File: config.mk
export PLATFORM = sky130hd
export DESIGN_NAME = idx_reg_port
export DESIGN_NICKNAME = d
export VERILOG_FILES = /design/src/rtl/idx_port_pkg.sv /design/src/rtl/idx_strobe_capture.sv /design/src/rtl/idx_access_ctrl.sv /design/src/rtl/idx_pointer.sv /design/src/rtl/idx_reg_bank.sv /design/src/rtl/idx_reg_port.sv
export SDC_FILE = /design/constraint.sdc
export NUM_CORES = 1
export LEC_CHECK = 0
export ABC_AREA = 1
export BUFFER_PORTS_ARGS = -buffer_cell sky130_fd_sc_hd__buf_4
export CAP_MARGIN = 0
export CORE_ASPECT_RATIO = 0.8
export CORE_UTILIZATION = 34
export CTS_BUF_LIST = sky130_fd_sc_hd__clkbuf_16
export DETAILED_ROUTE_END_ITERATION = 10
export GPL_TIMING_DRIVEN = 0
export HOLD_SLACK_MARGIN = 0.06
export MAX_ROUTING_LAYER = met4
export PLACE_DENSITY_LB_ADDON = 0.12
export SLEW_MARGIN = 20
export SYNTH_ARGS = -nofsm -noshare
export SYNTH_HDL_FRONTEND = slang
export SYNTH_SLANG_ARGS = --single-unit
File: constraint.sdc
create_clock -name clk -period 2.9 [get_ports clk]
set_input_delay 0.145 -clock clk [delete_from_list [all_inputs] [get_ports clk]]
set_output_delay 0.145 -clock clk [all_outputs]
set_load 0.01 [all_outputs]
File: src/rtl/idx_port_pkg.sv
// Shared definitions for the indexed register port.
// Assumes an index as wide as the data path.
package idx_port_pkg;
    // Bit positions inside the configuration register
    localparam int CFG_LATCH_BIT = 0;
    localparam int CFG_STRB_BIT  = 1;
    localparam int CFG_USED_BITS = 2;

    // One-cycle commands issued by the access controller
    typedef struct packed {
        logic bank_we;   // store wdata into the register named by the index
        logic idx_we;    // load wdata into the index
        logic fifo_pop;  // pop the FIFO behind index zero
        logic idx_adv;   // step the index low nibble
    } acc_cmd_t;
endpackage

File: src/rtl/idx_strobe_capture.sv
// Synchronizes both address-latch strobes, picks one, and flags its falling edge.
// Assumes the bus stays stable for SYNC_STAGES+1 clocks after the strobe falls.
module idx_strobe_capture #(
    parameter int SYNC_STAGES = 2
) (
    input  logic clk,
    input  logic rst_n,
    input  logic ale_a,
    input  logic ale_b,
    input  logic use_b,
    input  logic enable,
    output logic fall
);
    localparam int NUM_STROBES = 2;

    logic [NUM_STROBES-1:0] ale_in;
    logic [NUM_STROBES-1:0] fall_raw;

    assign ale_in = {ale_b, ale_a};

    for (genvar g = 0; g < NUM_STROBES; g++) begin : g_sync
        logic [SYNC_STAGES:0] chain_q;

        // Shift the strobe through the synchronizer chain
        always_ff @(posedge clk) begin
            if (!rst_n) chain_q <= '0;
            else        chain_q <= {chain_q[SYNC_STAGES-1:0], ale_in[g]};
        end

        assign fall_raw[g] = chain_q[SYNC_STAGES] & ~chain_q[SYNC_STAGES-1];
    end

    // Select the configured strobe and gate with latch mode
    always_comb begin
        fall = enable & (use_b ? fall_raw[1] : fall_raw[0]);
    end
endmodule

File: src/rtl/idx_access_ctrl.sv
// Turns processor strobes into one-cycle commands.
// A data write lands when the strobe rises. The index step follows when it falls.
// Assumes acc_rd and acc_wr are not raised together.
module idx_access_ctrl
    import idx_port_pkg::*;
#(
    parameter int IDX_W = 8
) (
    input  logic             clk,
    input  logic             rst_n,
    input  logic             acc_rd,
    input  logic             acc_wr,
    input  logic             reg_sel,
    input  logic [IDX_W-1:0] idx,
    input  logic             latch_mode,
    output acc_cmd_t         cmd
);
    logic strobe;
    logic strobe_q;
    logic data_q;
    logic start;
    logic finish;
    logic idx_zero;

    assign strobe   = acc_rd | acc_wr;
    assign start    = strobe & ~strobe_q;
    assign finish   = ~strobe & strobe_q;
    assign idx_zero = (idx == '0);

    // Remember strobe level and whether the access targets the data location
    always_ff @(posedge clk) begin
        if (!rst_n) begin
            strobe_q <= 1'b0;
            data_q   <= 1'b0;
        end else begin
            strobe_q <= strobe;
            if (start) data_q <= reg_sel;
        end
    end

    // Decode commands from the strobe edges
    always_comb begin
        cmd.bank_we  = start & acc_wr & reg_sel & ~idx_zero;
        cmd.idx_we   = start & acc_wr & ~reg_sel & ~latch_mode;
        cmd.fifo_pop = start & acc_rd & reg_sel & idx_zero;
        cmd.idx_adv  = finish & data_q;
    end
endmodule

File: src/rtl/idx_pointer.sv
// Holds the index register. Priority: strobe capture, then direct write, then nibble step.
// The step wraps the low nibble, keeps the upper bits and never leaves zero.
module idx_pointer #(
    parameter int IDX_W = 8
) (
    input  logic             clk,
    input  logic             rst_n,
    input  logic             cap,
    input  logic [IDX_W-1:0] cap_val,
    input  logic             we,
    input  logic [IDX_W-1:0] we_val,
    input  logic             adv,
    output logic [IDX_W-1:0] idx
);
    localparam int NIB_W = 4;

    logic [IDX_W-1:0] idx_q;
    logic [IDX_W-1:0] idx_step;
    logic [NIB_W-1:0] nib_next;

    // Compute the nibble-wrapped successor
    always_comb begin
        nib_next = idx_q[NIB_W-1:0] + 1'b1;
        if (idx_q == '0) idx_step = idx_q;
        else             idx_step = {idx_q[IDX_W-1:NIB_W], nib_next};
    end

    // Update the index by source priority
    always_ff @(posedge clk) begin
        if (!rst_n)   idx_q <= '0;
        else if (cap) idx_q <= cap_val;
        else if (we)  idx_q <= we_val;
        else if (adv) idx_q <= idx_step;
    end

    assign idx = idx_q;
endmodule

File: src/rtl/idx_reg_bank.sv
// Generic read/write registers at indices 1..NUM_REGS-1 plus the configuration register.
// Index zero and unmapped indices store nothing and read zero.
module idx_reg_bank
    import idx_port_pkg::*;
#(
    parameter int          DATA_W   = 8,
    parameter int          NUM_REGS = 16,
    parameter logic [DATA_W-1:0] CFG_ADDR = 8'h10
) (
    input  logic              clk,
    input  logic              rst_n,
    input  logic              we,
    input  logic [DATA_W-1:0] addr,
    input  logic [DATA_W-1:0] wdata,
    output logic [DATA_W-1:0] rdata,
    output logic              latch_mode,
    output logic              strobe_sel
);
    logic [DATA_W-1:0]        regs [NUM_REGS];
    logic [CFG_USED_BITS-1:0] cfg_q;

    for (genvar g = 0; g < NUM_REGS; g++) begin : g_reg
        if (g == 0) begin : g_hole
            assign regs[g] = '0;
        end else begin : g_store
            // Store write data when this register is addressed
            always_ff @(posedge clk) begin
                if (!rst_n)                              regs[g] <= '0;
                else if (we && (addr == DATA_W'(g)))     regs[g] <= wdata;
            end
        end
    end

    // Configuration register holds the latch-mode and strobe-select bits
    always_ff @(posedge clk) begin
        if (!rst_n)                      cfg_q <= '0;
        else if (we && addr == CFG_ADDR) cfg_q <= wdata[CFG_USED_BITS-1:0];
    end

    // Read multiplexer over the bank and configuration register
    always_comb begin
        rdata = '0;
        for (int i = 0; i < NUM_REGS; i++) begin
            if (addr == DATA_W'(i)) rdata = regs[i];
        end
        if (addr == CFG_ADDR) rdata = DATA_W'(cfg_q);
    end

    assign latch_mode = cfg_q[CFG_LATCH_BIT];
    assign strobe_sel = cfg_q[CFG_STRB_BIT];
endmodule

File: src/rtl/idx_reg_port.sv
// Top of the indexed register port: strobe capture, access control, index and bank.
// Assumes synchronous processor strobes and a held bus during address capture.
module idx_reg_port
    import idx_port_pkg::*;
#(
    parameter int          DATA_W      = 8,
    parameter int          NUM_REGS    = 16,
    parameter int          SYNC_STAGES = 2,
    parameter logic [DATA_W-1:0] CFG_ADDR = 8'h10
) (
    input  logic              clk,
    input  logic              rst_n,
    input  logic              acc_rd,
    input  logic              acc_wr,
    input  logic              reg_sel,
    input  logic [DATA_W-1:0] wdata,
    output logic [DATA_W-1:0] rdata,
    input  logic [DATA_W-1:0] ad_bus,
    input  logic              ale_a,
    input  logic              ale_b,
    input  logic [DATA_W-1:0] fifo_rdata,
    output logic              fifo_pop
);
    acc_cmd_t          cmd;
    logic [DATA_W-1:0] idx_q;
    logic [DATA_W-1:0] bank_rdata;
    logic              latch_mode;
    logic              strobe_sel;
    logic              ale_fall;

    idx_strobe_capture #(.SYNC_STAGES(SYNC_STAGES)) cap_i (
        .clk    (clk),
        .rst_n  (rst_n),
        .ale_a  (ale_a),
        .ale_b  (ale_b),
        .use_b  (strobe_sel),
        .enable (latch_mode),
        .fall   (ale_fall)
    );

    idx_access_ctrl #(.IDX_W(DATA_W)) ctrl_i (
        .clk        (clk),
        .rst_n      (rst_n),
        .acc_rd     (acc_rd),
        .acc_wr     (acc_wr),
        .reg_sel    (reg_sel),
        .idx        (idx_q),
        .latch_mode (latch_mode),
        .cmd        (cmd)
    );

    idx_pointer #(.IDX_W(DATA_W)) ptr_i (
        .clk     (clk),
        .rst_n   (rst_n),
        .cap     (ale_fall),
        .cap_val (ad_bus),
        .we      (cmd.idx_we),
        .we_val  (wdata),
        .adv     (cmd.idx_adv),
        .idx     (idx_q)
    );

    idx_reg_bank #(
        .DATA_W   (DATA_W),
        .NUM_REGS (NUM_REGS),
        .CFG_ADDR (CFG_ADDR)
    ) bank_i (
        .clk        (clk),
        .rst_n      (rst_n),
        .we         (cmd.bank_we),
        .addr       (idx_q),
        .wdata      (wdata),
        .rdata      (bank_rdata),
        .latch_mode (latch_mode),
        .strobe_sel (strobe_sel)
    );

    // Route read data from the index, the FIFO port or the bank
    always_comb begin
        if (!reg_sel)          rdata = idx_q;
        else if (idx_q == '0)  rdata = fifo_rdata;
        else                   rdata = bank_rdata;
    end

    assign fifo_pop = cmd.fifo_pop;
endmodule

==> impl_metrics.ini, run 1 <==
[run_status]
run_status = complete, but fails checks
failing_checks = setup timing

[placement]
placement.io_buffers = 35
post-place-ws_ns = 0.111
gpl.final_weighted_congestion = 0.844
detailed_place_hpwl_um = 15100

[cells_and_area]
finalNetCount = 1107
finish.utilization_pct = 45.6
antenna-diode-count = 0
multi_input_gate_area_um2 = 3580
layout-area-overhead-vs-synth_pct = 28.9
final_layout_size_suffix_gt1_share_pct = 20.5
seq_area_um2 = 2790
final.fill_count = 1934

[setup_path]
crit_path_max_incr_delay_ns = 0.36
worst-setup-path-type = flop to primary output
worst-r2r-cell-count = 13
timing.critical_path.slowest_stage_cell = dfxtp_4
end_kind = primary output
crit_path_arrival_time_ns = 2.82
critical_path_required_ns = 2.76
setup.worst_path.start_class = flop
critPathCapture = rdata[0]
crit_path_frequent_cell = nand2_2
critical_path.top_delay_family = simple AND/OR/NAND/NOR gates
critical_register_to_register_path_startpoint = ptr_i.idx[0]$_SDFFE_PN0P_
rrSetupSlack_ns = 0.13
path_cells = nor2_4 > nand2_4 > buf_6 > nor3_4 > buf_12 > inv_2 > nor2_1 > nor2_1 > nand2_2 > nand2_2 > nand3_2 > nand4_1 > nand3_2 > nand3_2 > nand2_2 > nand3_2 > nand2_2 > nand2_4 > nand2_2 > nand2_1 > nand2_1 > nand2_1 > buf_4
critical_path_peak_fanout = 7
cp_num_buf_inv = 4
timing.critical_path.from = ptr_i.idx[4]$_SDFFE_PN0P_
worstReg2RegEnd = bank_i.regs[20]$_SDFFE_PN0P_
cell_count_along_the_critical_path = 23

[detailed_routing]
route.antenna.remaining_nets = 0
drt_pass1_iterations = 5
detailedRoute.firstIterationViolations = 639
routed_via_density = 4.93
route.vias.total = 6594
drc = 0
final_routed_wirelength_across_all_metal_layers_um = 22200
avgRoutedWirePerCell_um = 16.6

[global_routing]
grt_max_degree = 17
global_route.peak_usage_layer = met1
grt_pass1_vias = 6029
globalRouteMet3Util_pct = 4.27
antenna_found_initial = 0
grt.met2_usage_pct = 32.2
grt_util_all_layers_pct = 23.9
grt_pass1_wl_um = 34300
grt_use_met1_pct = 35.7
gr-total-overflow = 0

[sta]
worstMarginPinSlew_ns = 1.00
max_clock_freq_mhz = 337
min_period_over_period_pct = 102
postLayoutSetupSlackWorst_ns = -0.0682
rsz0062_at_grt = true
slew_violations = 0
finalCriticalPeriod_ns = 2.97
hold_viol = 0
setup-violations-final = 5
worst_clock_skew_ns = 0.00599
slew_headroom_pct = 33.3

[clock_network]
clkSlewWorstSetupHoldPaths_ns = 0.06
cts_buffers = 17
clock_sinks = 138
cts_max_level = 4
clock_latency_ns = 0.44
root_buffer = clkbuf_16
max-clock-path-buffers = 2
tritoncts_clock_tree = built

[synth]
synthesis.instances = 976
synth_area_leaders = dfxtp_1 (42%), nor2_1 (15%), o21ai_0 (9.9%)
synth_top_area_share_pct = 42.3
postSynthAreaPerCell_um2 = 6.70
synth_enable_flop_cells = 0
net_count_of_the_mapped_netlist = 1011
synth-async-reset-ratio_pct = 0
synthesis.yosys.warnings = 0
synth_sequential_area_ratio_pct = 42.3
postSynth.topFlopCell = dfxtp_1
netlist_area_um2 = 6540
register_bit_count_reported_by_yosys = 138
synth.lib_cells_used.distinct = 37
post-synth-top-area-cell = dfxtp_1

[floorplan]
die_y_um = 126
dieArea_um2 = 19800
top_level_ports = 40
rows = 44
design.core.area_um2 = 18500
initial_core_util_pct = 35.3
dieWidth_um = 157

[min_path]
hold_class = input pin to flop

[run]
timing.max_cap.violations = 0

[pwr]
vdd_drop_max_mv = 0.314
power_leakage_nw = 3.79
power_density_nw_per_um2 = 552
worst min path at each step:
stage,start,to,slack (ns),cells past startpoint
after global routing,ad_bus[2],ptr_i.idx[2]$_SDFFE_PN0P_,0.07,3
after global placement,ale_a,cap_i.g_sync[0].chain_q[0]$_SDFF_PN0_,0.33,3
after CTS,wdata[3],bank_i.regs[107]$_SDFFE_PN0P_,0.07,3
after detailed placement,ale_b,cap_i.g_sync[1].chain_q[0]$_SDFF_PN0_,0.34,3
after floorplan,ale_a,cap_i.g_sync[0].chain_q[0]$_SDFF_PN0_,0.24,2
final,ad_bus[2],ptr_i.idx[2]$_SDFFE_PN0P_,0.06,3
where the power goes:
part           leakage, nW  switching (mW)  internal (mW)
clock network        0.293           0.886           1.34
logic                 2.38           0.323          0.185
registers             1.12          0.0148           1.91
total                 3.79            1.22           3.43
Yosys cell counts, types with 2 or more instances:
library cell and number:
nor2_1 256, nand2_1 147, dfxtp_1 138, o21ai_0 129
a21oi_1 100, inv_1 56, nand3_1 33, clkbuf_1 30
buf_2 15, or2_2 9, inv_2 8, nor2_2 6
nor2_4 5, a221oi_1 4, ha_1 4, nand2_4 4
a211oi_1 3, o211ai_1 3, o21ai_1 3, or2_0 3
a31oi_1 2, buf_4 2, buf_6 2
worst register-to-register path: stages, from the launching register on:
cell and delay (ns):
dfxtp_4 0.38, inv_4 0.08, ha_1 0.16, inv_2 0.06, nor2_1 0.16, inv_1 0.10, nor2_2 0.32, nor2_1 0.07
nand2_1 0.35, buf_2 0.38, nor2_1 0.13, buf_2 0.20, o21ai_0 0.16, a21oi_1 0.06
state kept, by name, indices dropped and copies added, names as in the netlist:
signal                cells
bank_i.regs             120
ptr_i.idx                 8
cap_i.g_sync.chain_q      6
bank_i.cfg_q              2
ctrl_i.data_q             1
ctrl_i.strobe_q           1
layer usage:
metal	up-vias	share of wire (%)
met3	26	5.6
met4	0	1.3
met2	163	41
met1	3050	52
li1	3355	-
met5	-	0
stage by stage:
step                TNS [ns]  power (mW)  instances  area [µm²]  hold slack, ns
finish                -0.232        4.65       1338        8430          0.0600
CTS                   -0.535        4.62       1333        8180          0.0651
detailed placement         0        2.37       1264        7120           0.336
global placement           0        2.37       1264        7120           0.327
global route           -1.50        4.79       1338        8430          0.0709
floorplan                  0        2.20        976        6540           0.243
cells in the final DEF (no fill, tap or decap), types with 8 or more instances in the layout:
cell type	synthesis	final
a21oi_1	100	95
buf_2	15	15
buf_4	2	58
clkbuf_1	30	30
clkbuf_16	0	17
dfxtp_1	138	130
dlygate4sd3_1	0	17
inv_1	56	52
inv_4	1	8
nand2_1	147	115
nand2_2	0	30
nand3_1	33	17
nand3_2	0	16
nor2_1	256	253
nor2_4	5	11
o21ai_0	129	126
or2_2	9	9
logic make-up (layout without fill, tap and decap cells):
logic type                 after synthesis  in the layout  synth area share, %
and+or+nand+nor                        471            471                 30.1
AOI/OAI and AO/OA                      245            245                 19.3
DFF                                    138            138                 42.3
buffers and inverters                  117            226                 7.46
adders and majority gates                4              4                0.765
xor gates and xnor gates                 1              1                0.134
area by class of cell:
type / count / share of cell area, %
Multi-Input combinational cell: 721 / 42.5
Sequential cell: 138 / 33.0
Timing Repair Buffer: 77 / 7.68
Clock buffer: 17 / 5.05
Tap cell: 253 / 3.76
Inverter: 67 / 3.28
Buffer: 50 / 2.79
Clock inverter: 15 / 1.89
repair_timing:
| item | in CTS | in global routing |
|---|---|---|
| hold endpoints to repair | 16 | 0 |
| gates cloned | 1 | 0 |
| pin swaps | 20 | 32 |
| hold buffers | 17 | 0 |
| setup endpoints to repair | 8 | 11 |
| setup buffers | 19 | 5 |
| gates resized for setup | 46 | 62 |
Power figures use the tool's default switching activity.
==> inputs of run 2 (changes only) <==
- SYNTH_HIERARCHICAL: unset -> 1
==> run 2 against run 1 <==
  * The flow now finishes without violations
  * Wire length grew 3.2%
  * Area after synthesis rose by 3.1%
  * Cell count rose by 3.5%
  * Core utilization shrank 0.94 points
  * Sequential cell count is the same
  * Combinational power is 7.7% higher
  * Synthesized cell count up 3.8%
  * Power is 0.59% higher
  * Global-route usage is 0.083 points lower
  * Clock skew up 0.0056 ns
  * Sequential power about the same
  * Fmax increased by 3.3%
  * Critical endpoint is now rdata[4]
  * Largest cell class unchanged
==> impl_metrics.ini, run 2 <==
[run_status]
run_status = completed

[cells_and_area]
layout-area-overhead-vs-synth_pct = 27.1
final.fill_count = 2045
largest_register_ff_count = 120
final_layout_size_suffix_gt1_share_pct = 19.4
max_flop_register = bank_i/regs
final_cell_count_without_fillers = 1385
most-common-layout-cells = nand2_1 (212), dfxtp_1 (130), nor2_1 (120)
antenna-diode-count = 0
finalNetCount = 1147
layout.cells.most_common = nand2_1

[setup_path]
worstReg2RegEnd = bank_i/regs[9]$_SDFFE_PN0P_
end_kind = primary output
critical_path_peak_fanout = 6
worst-r2r-cell-count = 10
critical_register_to_register_path_startpoint = ptr_i/idx[1]$_SDFFE_PN0P_
rrSetupSlack_ns = 0.20
critical_path_required_ns = 2.76
crit_path_arrival_time_ns = 2.73
setup.worst_path.start_class = flop
worst-setup-path-type = flop to primary output

[clock_network]
clock_sinks = 138
max-clock-path-buffers = 2
clock_latency_ns = 0.43
cts_max_level = 4
tritoncts_clock_tree = built
root_buffer = clkbuf_16
cts_buffers = 17
clkSlewWorstSetupHoldPaths_ns = 0.06

[global_routing]
gr-total-overflow = 0
grt_max_degree = 17
grt_pass1_wl_um = 35500
antenna_found_initial = 0
grt_util_all_layers_pct = 23.8
grt_pass1_vias = 6232

[synth]
post-synth-top-area-cell = dfxtp_1
synth-async-reset-ratio_pct = 0
synth_enable_flop_cells = 0
register_bit_count_reported_by_yosys = 138
post-synth-top-count-cell = nand2_1
postSynth.topFlopCell = dfxtp_1
netlist_top_cells_count = nand2_1 (228), nor2_1 (139), dfxtp_1 (138)
synth_top_area_share_pct = 41.0
net_count_of_the_mapped_netlist = 1046
synthesis.yosys.warnings = 6
synth.lib_cells_used.distinct = 32
synth_sequential_area_ratio_pct = 41.0
synth_area_leaders = dfxtp_1 (41%), nand2_1 (13%), nor2_1 (7.7%)
postSynthAreaPerCell_um2 = 6.65
synthesis.instances = 1013
netlist_area_um2 = 6740

[sta]
worstMarginPinSlew_ns = 0.942
slew_headroom_pct = 36.6
hold_viol = 0
min_period_over_period_pct = 99.1
setup-violations-final = 0
rsz0062_at_grt = true
slew_violations = 0
postLayoutSetupSlackWorst_ns = 0.0264
finalCriticalPeriod_ns = 2.87
worst_clock_skew_ns = 0.0116
max_clock_freq_mhz = 348

[min_path]
hold_end = bank_i/regs[22]$_SDFFE_PN0P_
worstHoldStart = wdata[6]
hold_class = input pin to flop
hold-path-cell-count = 3

[floorplan]
die_y_um = 128
rows = 45
dieWidth_um = 159
initial_core_util_pct = 35.1
dieArea_um2 = 20400
top_level_ports = 40
design.core.area_um2 = 19200

[detailed_routing]
detailedRoute.firstIterationViolations = 493
route.vias.total = 6822
routed_via_density = 4.93
route.antenna.remaining_nets = 0
avgRoutedWirePerCell_um = 16.6
drt_pass1_iterations = 5
drc = 0
final_routed_wirelength_across_all_metal_layers_um = 22900

[pwr]
comb_power_share_pct = 11.7
p_sw_share_pct = 27.5
power.share.sequential_pct = 41.3
power_report.internal_total_mw = 3.39
vdd_drop_max_mv = 0.256
netSwitchingPower_mw = 1.29
power_leakage_nw = 3.44
power_density_nw_per_um2 = 546
clock_power_share_pct = 47.1

[run]
timing.max_cap.violations = 0

[placement]
placement.io_buffers = 39
gpl.final_weighted_congestion = 0.840
detailed_place_hpwl_um = 15700
placedCellCount = 1310
post-place-ws_ns = -0.106
==> run 2: changes by cell type after synthesis, moves of 7 or more <==
| cell | previous run | this run |
|---|---|---|
| or2_2 | 9 | 1 |
| o21ai_0 | 129 | 99 |
| nor2_4 | 5 | 12 |
| nand3_1 | 33 | 54 |
| nor2_1 | 256 | 139 |
| nand2_1 | 147 | 228 |
| nand4_1 | 1 | 24 |
| inv_1 | 56 | 116 |
| nand2_2 | 0 | 8 |
| o21bai_1 | 0 | 8 |
==> run 2: cell type report <==
| cell class | instances | area, µm² | area share, % |
|---|---|---|---|
| timing repair buffer | 82 | 663 | 7.74 |
| sequential | 138 | 2790 | 32.6 |
| tap | 258 | 323 | 3.77 |
| inverter | 128 | 490 | 5.73 |
| clock inverter | 15 | 166 | 1.94 |
| multi-input combinational | 708 | 3520 | 41.1 |
| clock buffer | 17 | 425 | 4.97 |
| buffer | 39 | 185 | 2.16 |
==> run 2: critical path, stage by stage, from the launching register on <==
cell and delay [ns]:
dfxtp_4 0.39, inv_4 0.07, nor2_2 0.04, nand2_4 0.12, nor2_4 0.07, nand2_1 0.06, nand2_1 0.07, nor2_2 0.09
nand4_1 0.17, nand2_1 0.15, nand4_1 0.14, nor2_2 0.21, nand4_1 0.17, nand2_1 0.09, inv_1 0.04, o21bai_1 0.14
nand3_1 0.06, nand2_1 0.06, buf_4 0.14
==> run 2: worst max-delay path by stage <==
stage	from	end	slack, ns	depth (start not counted)
6_report	ptr_i/idx[1]$_SDFFE_PN0P_	rdata[4]	0.03	18
5_1_grt	ptr_i/idx[1]$_SDFFE_PN0P_	rdata[3]	-0.09	18
4_1_cts	ptr_i/idx[1]$_SDFFE_PN0P_	rdata[3]	-0.03	18
3_5_place_dp	ptr_i/idx[2]$_SDFFE_PN0P_	bank_i/regs[9]$_SDFFE_PN0P_	-0.11	9
3_3_place_gp	ptr_i/idx[2]$_SDFFE_PN0P_	bank_i/regs[11]$_SDFFE_PN0P_	-0.09	9
2_1_floorplan	ptr_i/idx[2]$_SDFFE_PN0P_	rdata[0]	0.96	16
==> run 2: timing repair <==
item                                    CTS  global route
hold buffers                             13             0
endpoints found under the hold margin    13             0
pin swaps                                19            49
gates cloned                              0             0
endpoints found under the setup margin   27            32
gates resized for setup                  42            47
setup buffers                            23             7
==> run 2: layer usage <==
metal  GRT usage [%]  vias to the layer above  part of all wire, %
li1                -                     3448                    -
met1            33.2                     3154                   50
met2            34.7                      191                   42
met3            4.50                       29                  5.4
met4            6.84                        0                  1.9
met5               -                        -                    0
==> run 2: power by group through the flow <==
stage	clock network [mW]	registers, mW	logic, mW
floorplan	0	1.97	0.264
global placement	0	1.98	0.436
detailed placement	0	1.98	0.436
CTS	2.24	1.93	0.511
global route	2.30	1.93	0.596
finish	2.20	1.93	0.547
==> run 2: through the flow <==
stage                     hold slack, ns  power [mW]  cell area [µm²]  util (%)  TNS, ns
final                              0.104        4.68             8570      44.6        0
after global routing               0.114        4.83             8570      44.6   -0.267
after CTS                         0.0880        4.67             8380      43.6  -0.0526
after detailed placement           0.332        2.42             7350      38.3    -1.40
after global placement             0.332        2.42             7350      38.3    -1.39
after floorplan                    0.238        2.24             6740         -        0
==> run 2: cell families after synthesis <==
logic type / synth area share, %
AO/OA/AOI/OAI: 16.3
adder cells (fa/ha/maj): 0.371
buffers and inverters: 9.86
flip-flops: 41.0
AND/OR/NAND/NOR: 32.5
==> inputs of run 3 (changes only) <==
- CORE_UTILIZATION: 34 -> 59
==> run 3 against run 2 <==
  * The flow now finishes with violations (setup timing)
  * Critical endpoint is now rdata[3]
  * Power fell by 1.2%
  * Sequential power barely moved
  * Global-route usage rose by 13 points
  * Clock power fell by 4%
  * Cell count fell by 7.5%
  * Largest power group unchanged
  * Critical path depth rose by 1
  * Sequential share of layout area rose by 0.49 points
  * Highest routed layer unchanged
  * Sequential cell count did not move
==> impl_metrics.ini, run 3 (same netlist as run 2, synthesis figures left out) <==
[sta]
max_clock_freq_mhz = 332
worst_clock_skew_ns = 0.00817
min_period_over_period_pct = 104
rsz0062_at_grt = true
slew_headroom_pct = 23.0
postLayoutSetupSlackWorst_ns = -0.108
hold_viol = 0
finalCriticalPeriod_ns = 3.01
tns_ns = -0.159
worstMarginPinSlew_ns = 1.14
slew_violations = 0
setup-violations-final = 2

[clock_network]
root_buffer = clkbuf_16
clock_latency_ns = 0.43
clock_sinks = 138
clkSlewWorstSetupHoldPaths_ns = 0.07
tritoncts_clock_tree = built
cts_max_level = 4
cts_buffers = 17
max-clock-path-buffers = 2

[setup_path]
setup.worst_path.start_class = flop
timing.critical_path.slowest_stage_cell = dfxtp_4
worst-setup-path-type = flop to primary output
crit_path_arrival_time_ns = 2.86
critical_register_to_register_path_startpoint = ptr_i/idx[3]$_SDFFE_PN0P_
end_kind = primary output
rrSetupSlack_ns = 0.29
cp_num_buf_inv = 4
crit_path_max_incr_delay_ns = 0.38
path_cells = inv_4 > nor2_4 > nand2_4 > nor2_4 > buf_6 > nand2_2 > nand2_2 > nor2_1 > nand4_1 > nand2_1 > nand4_1 > nor2_2 > nand4_1 > nand2_1 > inv_1 > o21bai_4 > nand3_2 > nand2_2 > buf_6
critical_path_required_ns = 2.76
critical_path_peak_fanout = 7
timing.critical_path.from = ptr_i/idx[1]$_SDFFE_PN0P_
critical_path.top_delay_family = simple AND/OR/NAND/NOR gates

[pwr]
power_density_nw_per_um2 = 548
power_leakage_nw = 3.46
vdd_drop_max_mv = 0.410

[cells_and_area]
finish.utilization_pct = 76.9
multi_input_gate_area_um2 = 3470
most-common-layout-cells = nand2_1 (212), nor2_1 (130), dfxtp_1 (130)
final.fill_count = 833
antenna-diode-count = 0
max_flop_register = bank_i/regs
finalNetCount = 1157
final_layout_size_suffix_gt1_share_pct = 19.2
final_cell_count_without_fillers = 1281
layout.cells.most_common = nand2_1
layout-area-overhead-vs-synth_pct = 25.2
largest_register_ff_count = 120
seq_area_um2 = 2790

[placement]
detailed_place_hpwl_um = 13900
placedCellCount = 1196
placement.io_buffers = 39
gpl.final_weighted_congestion = 0.934

[floorplan]
initial_core_util_pct = 61.4
top_level_ports = 40
dieWidth_um = 121
dieArea_um2 = 11900
die_y_um = 97.6
rows = 34
design.core.area_um2 = 11000

[min_path]
hold_class = input pin to flop
worstHoldStart = wdata[6]

[detailed_routing]
drc = 0
route.vias.total = 7376
route.antenna.remaining_nets = 0
detailedRoute.firstIterationViolations = 793
drt_pass1_iterations = 8
routed_via_density = 5.76
avgRoutedWirePerCell_um = 17.2
final_routed_wirelength_across_all_metal_layers_um = 22000

[global_routing]
grt_util_all_layers_pct = 36.4
grt_max_degree = 17
grt_pass1_wl_um = 31900
grt_pass1_vias = 6320
antenna_found_initial = 1
gr-total-overflow = 0

[run_status]
run_status = complete, but fails checks
failing_checks = setup timing

[run]
timing.max_cap.violations = 0
[run 3: cell count changes in the layout (fill, tap and decap cells not counted), sizes merged]
cell	change
buf	+10
bufinv	-1
inv	+1
clkinvlp	+1
dlygate4sd3	-1
clkbuf	+1
clkinv	-1
[run 3: worst reg2reg max path: cells and delay by family (launching register included)]
family	cells	cell delay (ns)
DFF	1	0.41
and+or+nand+nor	6	0.86
AOI/OAI and AO/OA	1	0.08
buffers and inverters	4	1.12
[run 3: worst paths after layout]
check / end / depth (start not counted)
setup / recovery: rdata[3] / 19
hold / removal: bank_i/regs[86]$_SDFFE_PN0P_ / 3
setup reg to reg: bank_i/regs[53]$_SDFFE_PN0P_ / 11
hold reg to reg: cap_i/g_sync[0].chain_q[1]$_SDFF_PN0_ / 2
[run 3: metal layers]
| metal | up-vias | GRT usage, % | wire, µm |
|---|---|---|---|
| li1 | 3468 | - | - |
| met1 | 3363 | 47.8 | 8680 |
| met2 | 432 | 54.1 | 9880 |
| met3 | 113 | 7.92 | 2430 |
| met4 | 0 | 14.3 | 1000 |
| met5 | - | - | 0 |
[run 3: power by group]
| group | switching (mW) | internal [mW] |
|---|---|---|
| Clock | 0.926 | 1.20 |
| Sequential | 0.0228 | 1.91 |
| Combinational | 0.351 | 0.217 |
[run 3: through the flow]
| stage | power [mW] | area, µm² | setup WS, ns | hold WS (ns) |
|---|---|---|---|---|
| final | 4.62 | 8440 | -0.108 | 0.0870 |
| after global routing | 4.75 | 8440 | -0.168 | 0.0823 |
| after CTS | 4.48 | 7950 | 0.0141 | 0.0675 |
| after detailed placement | 2.40 | 7210 | 0.139 | 0.332 |
| after global placement | 2.39 | 7210 | 0.175 | 0.325 |
| after floorplan | 2.24 | 6740 | 0.957 | 0.238 |
[run 3: layout make-up]
type,count,area share [%]
multi-input combinational,708,41.2
sequential,138,33.1
timing repair buffer,92,8.94
inverter,128,5.75
clock buffer,17,5.04
buffer,39,2.19
tap,144,2.13
clock inverter,15,1.69
[run 3: timing repair]
item,CTS,global route
resized for setup,18,50
buffers inserted,1,40
pin swaps,1,42
endpoints found under the hold margin,12,0
endpoints found under the setup margin,8,8
hold buffers,12,0
